File: config.mk
export PLATFORM = sky130hd
export DESIGN_NAME = bcx_xfer_tx
export DESIGN_NICKNAME = d
export VERILOG_FILES = /design/src/rtl/bcx_pkg.sv /design/src/rtl/bcx_half_tick.sv /design/src/rtl/bcx_word_enc.sv /design/src/rtl/bcx_xfer_seq.sv /design/src/rtl/bcx_xfer_tx.sv
export SDC_FILE = /design/constraint.sdc
export NUM_CORES = 1
export LEC_CHECK = 0
export CORE_ASPECT_RATIO = 0.7
export CORE_MARGIN = 2
export CORE_UTILIZATION = 40
export CTS_BUF_LIST = sky130_fd_sc_hd__clkbuf_16
export DETAILED_ROUTE_END_ITERATION = 8
export PLACE_DENSITY = 0.74
export RECOVER_POWER = 100
export SETUP_SLACK_MARGIN = 0.02
export SLEW_MARGIN = 20
export SYNTH_ARGS = -nofsm -noshare
export SYNTH_HDL_FRONTEND = slang
export SYNTH_SLANG_ARGS = --single-unit
File: constraint.sdc
create_clock -name clk -period 3.2 [get_ports clk]
set_input_delay 0.8 -clock clk [delete_from_list [all_inputs] [get_ports clk]]
set_output_delay 0.8 -clock clk [all_outputs]
set_load 0.03 [all_outputs]
File: src/rtl/bcx_pkg.sv
package bcx_pkg;

   typedef enum logic [1:0] {
      ST_IDLE = 2'd0,
      ST_SEND = 2'd1,
      ST_WAIT = 2'd2
   } bcx_state_e;

   typedef enum logic {
      WK_CMD  = 1'b0,
      WK_DATA = 1'b1
   } bcx_kind_e;

   // Sync level for a cell of the sync field; first_part selects the leading half.
   function automatic logic sync_level(input bcx_kind_e kind, input logic first_part);
      return (kind == WK_CMD) ? first_part : ~first_part;
   endfunction

endpackage

File: src/rtl/bcx_half_tick.sv
module bcx_half_tick #(
   parameter int HALF_CLKS = 25
) (
   input  logic clk,
   input  logic rst_n,
   input  logic run,
   output logic tick
);
   localparam int TK_W = (HALF_CLKS > 1) ? $clog2(HALF_CLKS) : 1;

   generate
      if (HALF_CLKS == 1) begin : g_direct
         assign tick = run;
      end else begin : g_count
         logic [TK_W-1:0] cnt;
         logic            at_end;

         assign at_end = (cnt == TK_W'(HALF_CLKS - 1));
         assign tick   = run & at_end;

         always_ff @(posedge clk or negedge rst_n) begin
            if (!rst_n) begin
               cnt <= '0;
            end else if (!run) begin
               cnt <= '0;
            end else if (at_end) begin
               cnt <= '0;
            end else begin
               cnt <= cnt + 1'b1;
            end
         end
      end
   endgenerate

endmodule

File: src/rtl/bcx_word_enc.sv
module bcx_word_enc
   import bcx_pkg::*;
#(
   parameter int DATA_W    = 16,
   parameter int SYNC_BITS = 3,
   parameter int CELL_W    = 6
) (
   input  bcx_kind_e         kind,
   input  logic [DATA_W-1:0] word,
   input  logic [CELL_W-1:0] cell_idx,
   output logic              level
);
   localparam int SYNC_H = 2 * SYNC_BITS;

   logic              par_bit;
   logic [CELL_W-1:0] body_idx;
   logic [CELL_W-2:0] bit_pos;
   logic              bit_val;

   assign par_bit  = ~(^word);
   assign body_idx = cell_idx - CELL_W'(SYNC_H);
   assign bit_pos  = body_idx[CELL_W-1:1];

   always_comb begin
      bit_val = par_bit;
      if (int'(bit_pos) < DATA_W) begin
         bit_val = word[DATA_W - 1 - int'(bit_pos)];
      end
      if (cell_idx < CELL_W'(SYNC_H)) begin
         level = sync_level(kind, cell_idx < CELL_W'(SYNC_BITS));
      end else begin
         level = bit_val ^ body_idx[0];
      end
   end

endmodule

File: src/rtl/bcx_xfer_seq.sv
module bcx_xfer_seq
   import bcx_pkg::*;
#(
   parameter int CELLS   = 40,
   parameter int CELL_W  = 6,
   parameter int N_WORDS = 3,
   parameter int WIDX_W  = 2,
   parameter int TO_W    = 16
) (
   input  logic              clk,
   input  logic              rst_n,
   input  logic              start,
   input  logic              status_rcvd,
   input  logic              tick,
   input  logic [TO_W-1:0]   resp_limit,
   output bcx_state_e        state,
   output logic [WIDX_W-1:0] word_idx,
   output logic [CELL_W-1:0] cell_idx,
   output logic              accept,
   output logic              xfer_ok,
   output logic              no_resp
);
   logic [TO_W-1:0] wait_cnt;
   logic            last_cell;
   logic            last_word;
   logic            expire;

   assign accept    = (state == ST_IDLE) & start;
   assign last_cell = (cell_idx == CELL_W'(CELLS - 1));
   assign last_word = (word_idx == WIDX_W'(N_WORDS - 1));
   assign expire    = tick & (({1'b0, wait_cnt} + 1'b1) == {1'b0, resp_limit});

   always_ff @(posedge clk or negedge rst_n) begin
      if (!rst_n) begin
         state    <= ST_IDLE;
         word_idx <= '0;
         cell_idx <= '0;
         wait_cnt <= '0;
         xfer_ok  <= 1'b0;
         no_resp  <= 1'b0;
      end else begin
         xfer_ok <= 1'b0;
         unique case (state)
            ST_IDLE: begin
               if (start) begin
                  state    <= ST_SEND;
                  word_idx <= '0;
                  cell_idx <= '0;
                  no_resp  <= 1'b0;
               end
            end
            ST_SEND: begin
               if (tick) begin
                  if (last_cell) begin
                     cell_idx <= '0;
                     if (last_word) begin
                        state    <= ST_WAIT;
                        wait_cnt <= '0;
                     end else begin
                        word_idx <= word_idx + 1'b1;
                     end
                  end else begin
                     cell_idx <= cell_idx + 1'b1;
                  end
               end
            end
            ST_WAIT: begin
               if (status_rcvd) begin
                  state   <= ST_IDLE;
                  xfer_ok <= 1'b1;
               end else if (expire) begin
                  state   <= ST_IDLE;
                  no_resp <= 1'b1;
               end else if (tick) begin
                  wait_cnt <= wait_cnt + 1'b1;
               end
            end
            default: state <= ST_IDLE;
         endcase
      end
   end

endmodule

File: src/rtl/bcx_xfer_tx.sv
module bcx_xfer_tx
   import bcx_pkg::*;
#(
   parameter int SYS_CLK_HZ = 50_000_000,
   parameter int BIT_HZ     = 1_000_000,
   parameter int ADDR_W     = 5,
   parameter int SUB_W      = 5,
   parameter int CNT_W      = 5,
   parameter int N_DATA     = 2,
   parameter int SYNC_BITS  = 3,
   parameter int TO_W       = 16
) (
   input  logic                       clk,
   input  logic                       rst_n,
   input  logic                       start,
   input  logic [ADDR_W-1:0]          rt_addr,
   input  logic [SUB_W-1:0]           sub_addr,
   input  logic [CNT_W-1:0]           word_cnt,
   input  logic [N_DATA*(ADDR_W+SUB_W+CNT_W+1)-1:0] payload,
   input  logic                       status_rcvd,
   input  logic [TO_W-1:0]            resp_limit,
   output logic                       line_out,
   output logic                       line_en,
   output logic                       busy,
   output logic                       xfer_ok,
   output logic                       no_resp_err
);
   localparam int DATA_W    = ADDR_W + 1 + SUB_W + CNT_W;
   localparam int HALF_CLKS = SYS_CLK_HZ / (2 * BIT_HZ);
   localparam int SYNC_H    = 2 * SYNC_BITS;
   localparam int CELLS     = SYNC_H + 2 * (DATA_W + 1);
   localparam int CELL_W    = $clog2(CELLS);
   localparam int N_WORDS   = 1 + N_DATA;
   localparam int WIDX_W    = (N_WORDS > 1) ? $clog2(N_WORDS) : 1;

   generate
      if (SYS_CLK_HZ % (2 * BIT_HZ) != 0) begin : g_bad_clk
         $error("system clock is not an integer multiple of the half-bit rate");
      end
      if (HALF_CLKS < 1) begin : g_bad_half
         $error("half-bit cell must be at least one system clock");
      end
      if (N_DATA < 1) begin : g_bad_ndata
         $error("a transfer carries at least one data word");
      end
      if (SYNC_BITS < 1) begin : g_bad_sync
         $error("sync field needs at least one bit time");
      end
      if (TO_W < 1) begin : g_bad_to
         $error("timeout counter needs at least one bit");
      end
   endgenerate

   bcx_state_e        state;
   logic [WIDX_W-1:0] word_idx;
   logic [CELL_W-1:0] cell_idx;
   logic              accept;
   logic              tick;
   logic              enc_level;
   logic [DATA_W-1:0] cmd_word;
   logic [DATA_W-1:0] bank [N_WORDS];
   logic [DATA_W-1:0] cur_word;
   bcx_kind_e         cur_kind;

   assign cmd_word = {rt_addr, 1'b0, sub_addr, word_cnt};

   // Word bank captured on the accepting edge; entry 0 is the command word.
   generate
      for (genvar gi = 0; gi < N_WORDS; gi++) begin : g_bank
         if (gi == 0) begin : g_cmd
            always_ff @(posedge clk or negedge rst_n) begin
               if (!rst_n) begin
                  bank[gi] <= '0;
               end else if (accept) begin
                  bank[gi] <= cmd_word;
               end
            end
         end else begin : g_dat
            always_ff @(posedge clk or negedge rst_n) begin
               if (!rst_n) begin
                  bank[gi] <= '0;
               end else if (accept) begin
                  bank[gi] <= payload[(gi-1)*DATA_W +: DATA_W];
               end
            end
         end
      end
   endgenerate

   assign cur_word = bank[word_idx];
   assign cur_kind = (word_idx == '0) ? WK_CMD : WK_DATA;

   bcx_half_tick #(
      .HALF_CLKS (HALF_CLKS)
   ) u_tick (
      .clk   (clk),
      .rst_n (rst_n),
      .run   (busy),
      .tick  (tick)
   );

   bcx_xfer_seq #(
      .CELLS   (CELLS),
      .CELL_W  (CELL_W),
      .N_WORDS (N_WORDS),
      .WIDX_W  (WIDX_W),
      .TO_W    (TO_W)
   ) u_seq (
      .clk         (clk),
      .rst_n       (rst_n),
      .start       (start),
      .status_rcvd (status_rcvd),
      .tick        (tick),
      .resp_limit  (resp_limit),
      .state       (state),
      .word_idx    (word_idx),
      .cell_idx    (cell_idx),
      .accept      (accept),
      .xfer_ok     (xfer_ok),
      .no_resp     (no_resp_err)
   );

   bcx_word_enc #(
      .DATA_W    (DATA_W),
      .SYNC_BITS (SYNC_BITS),
      .CELL_W    (CELL_W)
   ) u_enc (
      .kind     (cur_kind),
      .word     (cur_word),
      .cell_idx (cell_idx),
      .level    (enc_level)
   );

   assign busy     = (state != ST_IDLE);
   assign line_en  = (state == ST_SEND);
   assign line_out = line_en & enc_level;

endmodule

### Word-level counts from Yosys, hierarchy flattened

Cells that the tools add are included.

| storage, ports and cells | value |
|---|---|
| bits in registers | 80 |
| bits in latches | 0 |
| memory bits (writable) | 0 |
| bits in read-only memories | 0 |
| input bits | 67 |
| output and inout port bits | 5 |
| word-level logic and storage cells | 98 |
| memories kept | 0 |

| operators by class | value |
|---|---|
| add/subtract/negate cells | 7 |
| multipliers | 0 |
| divide/modulo/power cells | 0 |
| order comparisons | 5 |
| equal/unequal tests | 16 |
| shift operators | 0 |
| multiplexer cells | 40 |
| bitwise logic cells | 8 |
| reductions and logical operators | 12 |

Operators by type and width:

| kind | number |
|---|---|
| $mux W16 | 8 |
| $bmux W16 S2 | 1 |
| $lt A32 B6 Y1 const B | 1 |
| $pmux W16 S2 | 1 |
| $mux W2 | 10 |
| $mux W6 | 3 |
| $add A16 B1 Y17 const B | 1 |
| $eq A17 B16 Y1 | 1 |
| $add A16 B1 Y16 const B | 1 |
| $reduce_xor A16 Y1 | 1 |
| $pmux W6 S2 | 1 |
| $mux W1 | 10 |
| $mux W5 | 2 |
| $ne A2 B1 Y1 const B | 5 |
| $reduce_and A5 Y1 | 2 |
| $ne A2 B2 Y1 const B | 4 |
| $reduce_bool A2 Y1 | 4 |
| $reduce_and A7 Y1 | 1 |
| $add A6 B1 Y6 const B | 1 |
| $eq A6 B6 Y1 const B | 1 |
| $lt A6 B2 Y1 const B | 1 |
| $lt A6 B3 Y1 const B | 1 |
| $pmux W2 S3 | 1 |
| $sub A4 B5 Y6 const A | 1 |
| 19 further kinds | 25 |

### Logic depth before layout (Yosys ltp)

| depth | value |
|---|---|
| word-level depth | 11 |
| mapped depth | 11 |
| mapped depth without buffers | 9 |

### By module

A second synthesis with hierarchy kept.

| unflattened totals | value |
|---|---|
| cells, all modules | 484 |
| area total of the unflattened synthesis | 5398.9 µm² |

Modules (own cells, without submodules):

| module | times used | cells an instance | area each (µm²) | sequential area each (µm²) |
|---|---|---|---|---|
| bcx_xfer_tx | 1 | 142 | 2333.5 | 1176.1 |
| bcx_xfer_seq | 1 | 262 | 2306.0 | 700.7 |
| bcx_word_enc | 1 | 51 | 474.2 | 0.0 |
| bcx_half_tick | 1 | 29 | 285.3 | 125.1 |

### Least setup slack after synthesis

No wires, ideal clock.

| path | value |
|---|---|
| path kind | reg-to-output |
| start | register u_seq.word_idx[1] |
| end | output port line_out |
| arrival | 2.676 ns |
| required time | 2.400 ns |
| slack | -0.276 ns |
| stages on the path, launching flop included | 12 |
| path buffers | 3 |
| path through | dfrtp_1 clkbuf_1 nor2b_1 clkbuf_1 clkbuf_1 o2bb2ai_1 o22ai_1 o31ai_1 nor3b_1 and3b_1 nor3_1 a21boi_1 |

| on the way | value |
|---|---|
| longest elaborated chain between the ends | 11 |
| elaborated cells on any way between the ends | 15 |
| classes of those cells | mux: 9; bitwise: 4; reduce/logical: 2 |

Ends and longest elaborated chain:

| what | line | RTL |
|---|---|---|
| start, declared | bcx_xfer_seq.sv:17 | `output logic [WIDX_W-1:0] word_idx,` |
| start signal, assigned | bcx_xfer_seq.sv:60 | `word_idx <= word_idx + 1'b1;` |
| $not A2 Y3 (not written as such) | bcx_xfer_tx.sv:90 | `assign cur_word = bank[word_idx];` |
| $bmux W16 S2 | bcx_xfer_tx.sv:90 |  |
| $mux W16 (not written as such) (2 in series) | bcx_xfer_tx.sv:90 |  |
| $bmux W1 S4 | bcx_word_enc.sv:27 | `bit_val = word[DATA_W - 1 - int'(bit_pos)];` |
| $mux W1 (not written as such) (2 in series) | bcx_word_enc.sv:27 |  |
| $mux W1 | bcx_word_enc.sv:26 | `if (int'(bit_pos) < DATA_W) begin` |
| $xor A1 B1 Y1 | bcx_word_enc.sv:32 | `level = bit_val ^ body_idx[0];` |
| $mux W1 * | bcx_word_enc.sv:29 | `if (cell_idx < CELL_W'(SYNC_H)) begin` |
| $and A1 B1 Y1 * | bcx_xfer_tx.sv:136 | `assign line_out = line_en & enc_level;` |
| end, declared | bcx_xfer_tx.sv:22 | `output logic line_out,` |

Every way passes the cells marked *; elsewhere a longest branch is shown, timed or not. The select of a mux whose other input is x is not followed.

### Worst setup path in the final report

| path | value |
|---|---|
| start | register u_seq.word_idx[0] |
| end | output port line_out |

The elaborated chain is that of the path after synthesis.

==> reports/results.ini <==
[sta]
fin_skew_ns=0.00735
drv_slew=81
finalCritPeriodShare=1.07
fin_tns_setup_ns=-0.609
worst_hold_slack_ns=0.506
tightest_slew_ns=2.00
setup_slack_ns=-0.228
slew_headroom=-0.336
setup_viol=8
rsz0062_at_grt=yes
min_period_ns=3.43
max_freq_mhz=292
hold_viol=0

[logic_synthesis]
synth_area_leader_cell=dfrtp_1
ys_warn_count=0
synthFlopType=dfrtp_1
synth-edff-count=0
synth-async-reset-ratio=1.00
synth_seq_area_share=0.422
synthDominantCellAreaShare=0.422
synthCells=446
avgSynthCellArea_um2=10.6
synth_seq_cells=80
syn_area_um2=4740
synth_nets=520
yosys-top-cells-area=dfrtp_1 (42%), mux2_2 (12%), xnor2_1 (5.7%)
ys_types=55

[layout]
n_antenna_cell=0
nNetsFinal=596
stdcell_count=684
final_cell_mix=dfrtp_1 (79), clkdlybuf4s50_1 (64), mux2_2 (48), xnor2_1 (30), nand2_1 (25)
final_area_um2=6160
final_common_cell=dfrtp_1
area_growth_pct=29.9
nFillCells=994
drive_gt1_frac=0.239

[status]
failed_checks=capacitance limit, slew limit, setup timing
status=finished, violations left

[pwr]
ir_drop_mv=0.301
powerDensity_nw_per_um2=515
p_leak_nw=2.60

[grt]
antenna_found_initial=0
grt_use_total=0.184
grt_max_degree=81
grt_pass1_vias=3691
grt_pass1_wl_mm=18.6
overflow=0

[floorplanning]
die_x_um=134
start_util=0.407
die_h_um=95.1
core_region_area_um2=11600
die-area_um2=12800
std_cell_rows=33
io_pins=72

[clock_tree]
clk_latency_ns=0.33
htree_levels=3
cts_root_buf=clkbuf_16
numClockSinks=80
clock_path_buffers=2
cts-buffers-inserted=9
ctsHoldBuffers=0
clkTransAtPathRegs_ns=0.07
cts_tree=yes

[job]
maxCapViolations=1

[drt]
drt-vias-per-instance=5.49
drt_iter0_drc=291
route.detailed.drc=0
wl_per_cell_um=16.9
ant_nets=0
drt-pass1-iter-count=5
vias=3758
routed_wl_mm=11.6

[min_path]
hold_class=reg -> reg

[placement]
dpl_cell_area_um2=5720
routabilityCongestion=0.894
hpwlAfterDp_mm=8.27
place_inst=667
portBuffers=71

[critical_path]
cp.required_ns=2.40
cp.arrival_ns=2.63
cp-end-kind=output pin
worstSetupStartpointType=register
critical_path_class=reg -> out
critPathMaxFanout=5

Yosys cell counts, types with 5 or more instances:
cell        n
a21oi_1     5
buf_1       9
buf_2       8
clkbuf_1   11
dfrtp_1    80
ha_1        7
inv_1      15
mux2_2     49
mux2i_1    18
nand2_1    25
nand2b_1    6
nand3_1    15
nor2_1     19
nor2b_1     7
nor3_1     12
nor4_1      5
o21ai_0     9
o2bb2ai_1  15
o311ai_1    8
o31ai_1    15
or3_1       5
xnor2_1    31
xor2_1     13
state kept, by name, summed over array words and instances (netlist names):
| signal | count |
|---|---|
| u_seq.cell_idx | 6 |
| u_tick.g_count.cnt | 5 |
| u_seq.wait_cnt | 16 |
| u_seq.word_idx | 2 |
| u_seq.no_resp | 1 |
| u_seq.xfer_ok | 1 |
| bank | 47 |
| u_seq.state | 2 |
cell type report:
type / count / area, µm² / area share
Sequential cell: 80 / 2000 / 0.325
Inverter: 15 / 56.3 / 0.00914
Tap cell: 157 / 196 / 0.0319
Timing Repair Buffer: 95 / 926 / 0.150
Clock inverter: 7 / 55.1 / 0.00894
Multi-Input combinational cell: 321 / 2700 / 0.438
Clock buffer: 9 / 225 / 0.0366
power by group:
group          leakage [nW]  total [mW]  internal, mW  switching (mW)
clock network         0.132       0.959         0.532           0.427
logic                  1.40        1.03         0.534           0.494
registers              1.07        1.18          1.10          0.0832
cell families (layout without fill, tap and decap cells):
logic type                 after synthesis  after routing  synth area share
and+or+nand+nor                        120            120             0.137
buffers and inverters                   45            126            0.0409
DFF                                     80             80             0.422
muxes                                   70             70             0.169
xor gates and xnor gates                44             44            0.0813
adders and majority gates                7              7            0.0185
AOI/OAI and AO/OA                       80             80             0.131
critical path, cell delays in order (launching register included):
cell       delay (ns)
dfrtp_2          0.46
buf_8            0.18
mux2i_4          0.25
o2bb2ai_2        0.10
mux4_2           0.47
nor3_2           0.18
nor3b_2          0.07
nor2_1           0.13
nor3_2           0.06
a21boi_2         0.22
buf_12           0.15
through the flow:
step / setup slack, ns / utilization / power [mW]
detailed placement: 0.0201 / 0.491 / 2.16
global route: -0.358 / 0.529 / 3.35
floorplan: 0.0419 / - / 1.79
global placement: 0.0613 / 0.491 / 2.13
finish: -0.228 / 0.529 / 3.17
CTS: -0.225 / 0.526 / 3.16
worst paths after layout:
| kind | start | to | slack, ns | cells after the start |
|---|---|---|---|---|
| worst max-delay path | u_seq.word_idx[0] | line_out | -0.23 | 10 |
| worst min-delay path | u_tick.g_count.cnt[0] | u_tick.g_count.cnt[0] | 0.51 | 1 |
| worst max register to register | u_seq.wait_cnt[0] | u_seq.wait_cnt[4] | -0.11 | 10 |
| worst min register to register | u_tick.g_count.cnt[0] | u_tick.g_count.cnt[0] | 0.51 | 1 |
| max in group asynchronous | rst_n | u_seq.word_idx[0] | 0.85 | 1 |
| min in group asynchronous | rst_n | u_seq.wait_cnt[11] | 1.03 | 1 |
per-layer routing:
layer | vias up | routed length [µm] | global-route usage
met3 | 14 | 488 | 0.0362
met4 | 0 | 151 | 0.0474
met2 | 97 | 5410 | 0.284
li1 | 1781 | - | -
met1 | 1866 | 5520 | 0.266
met5 | - | 0 | 0
repair_timing:
action | CTS | global route
gates cloned | 1 | 0
pin swaps | 4 | 7
buffers inserted | 0 | 0
setup endpoints to repair | 1 | 1
resized for setup | 24 | 15
No activity file was read; power rests on OpenSTA's default activity.
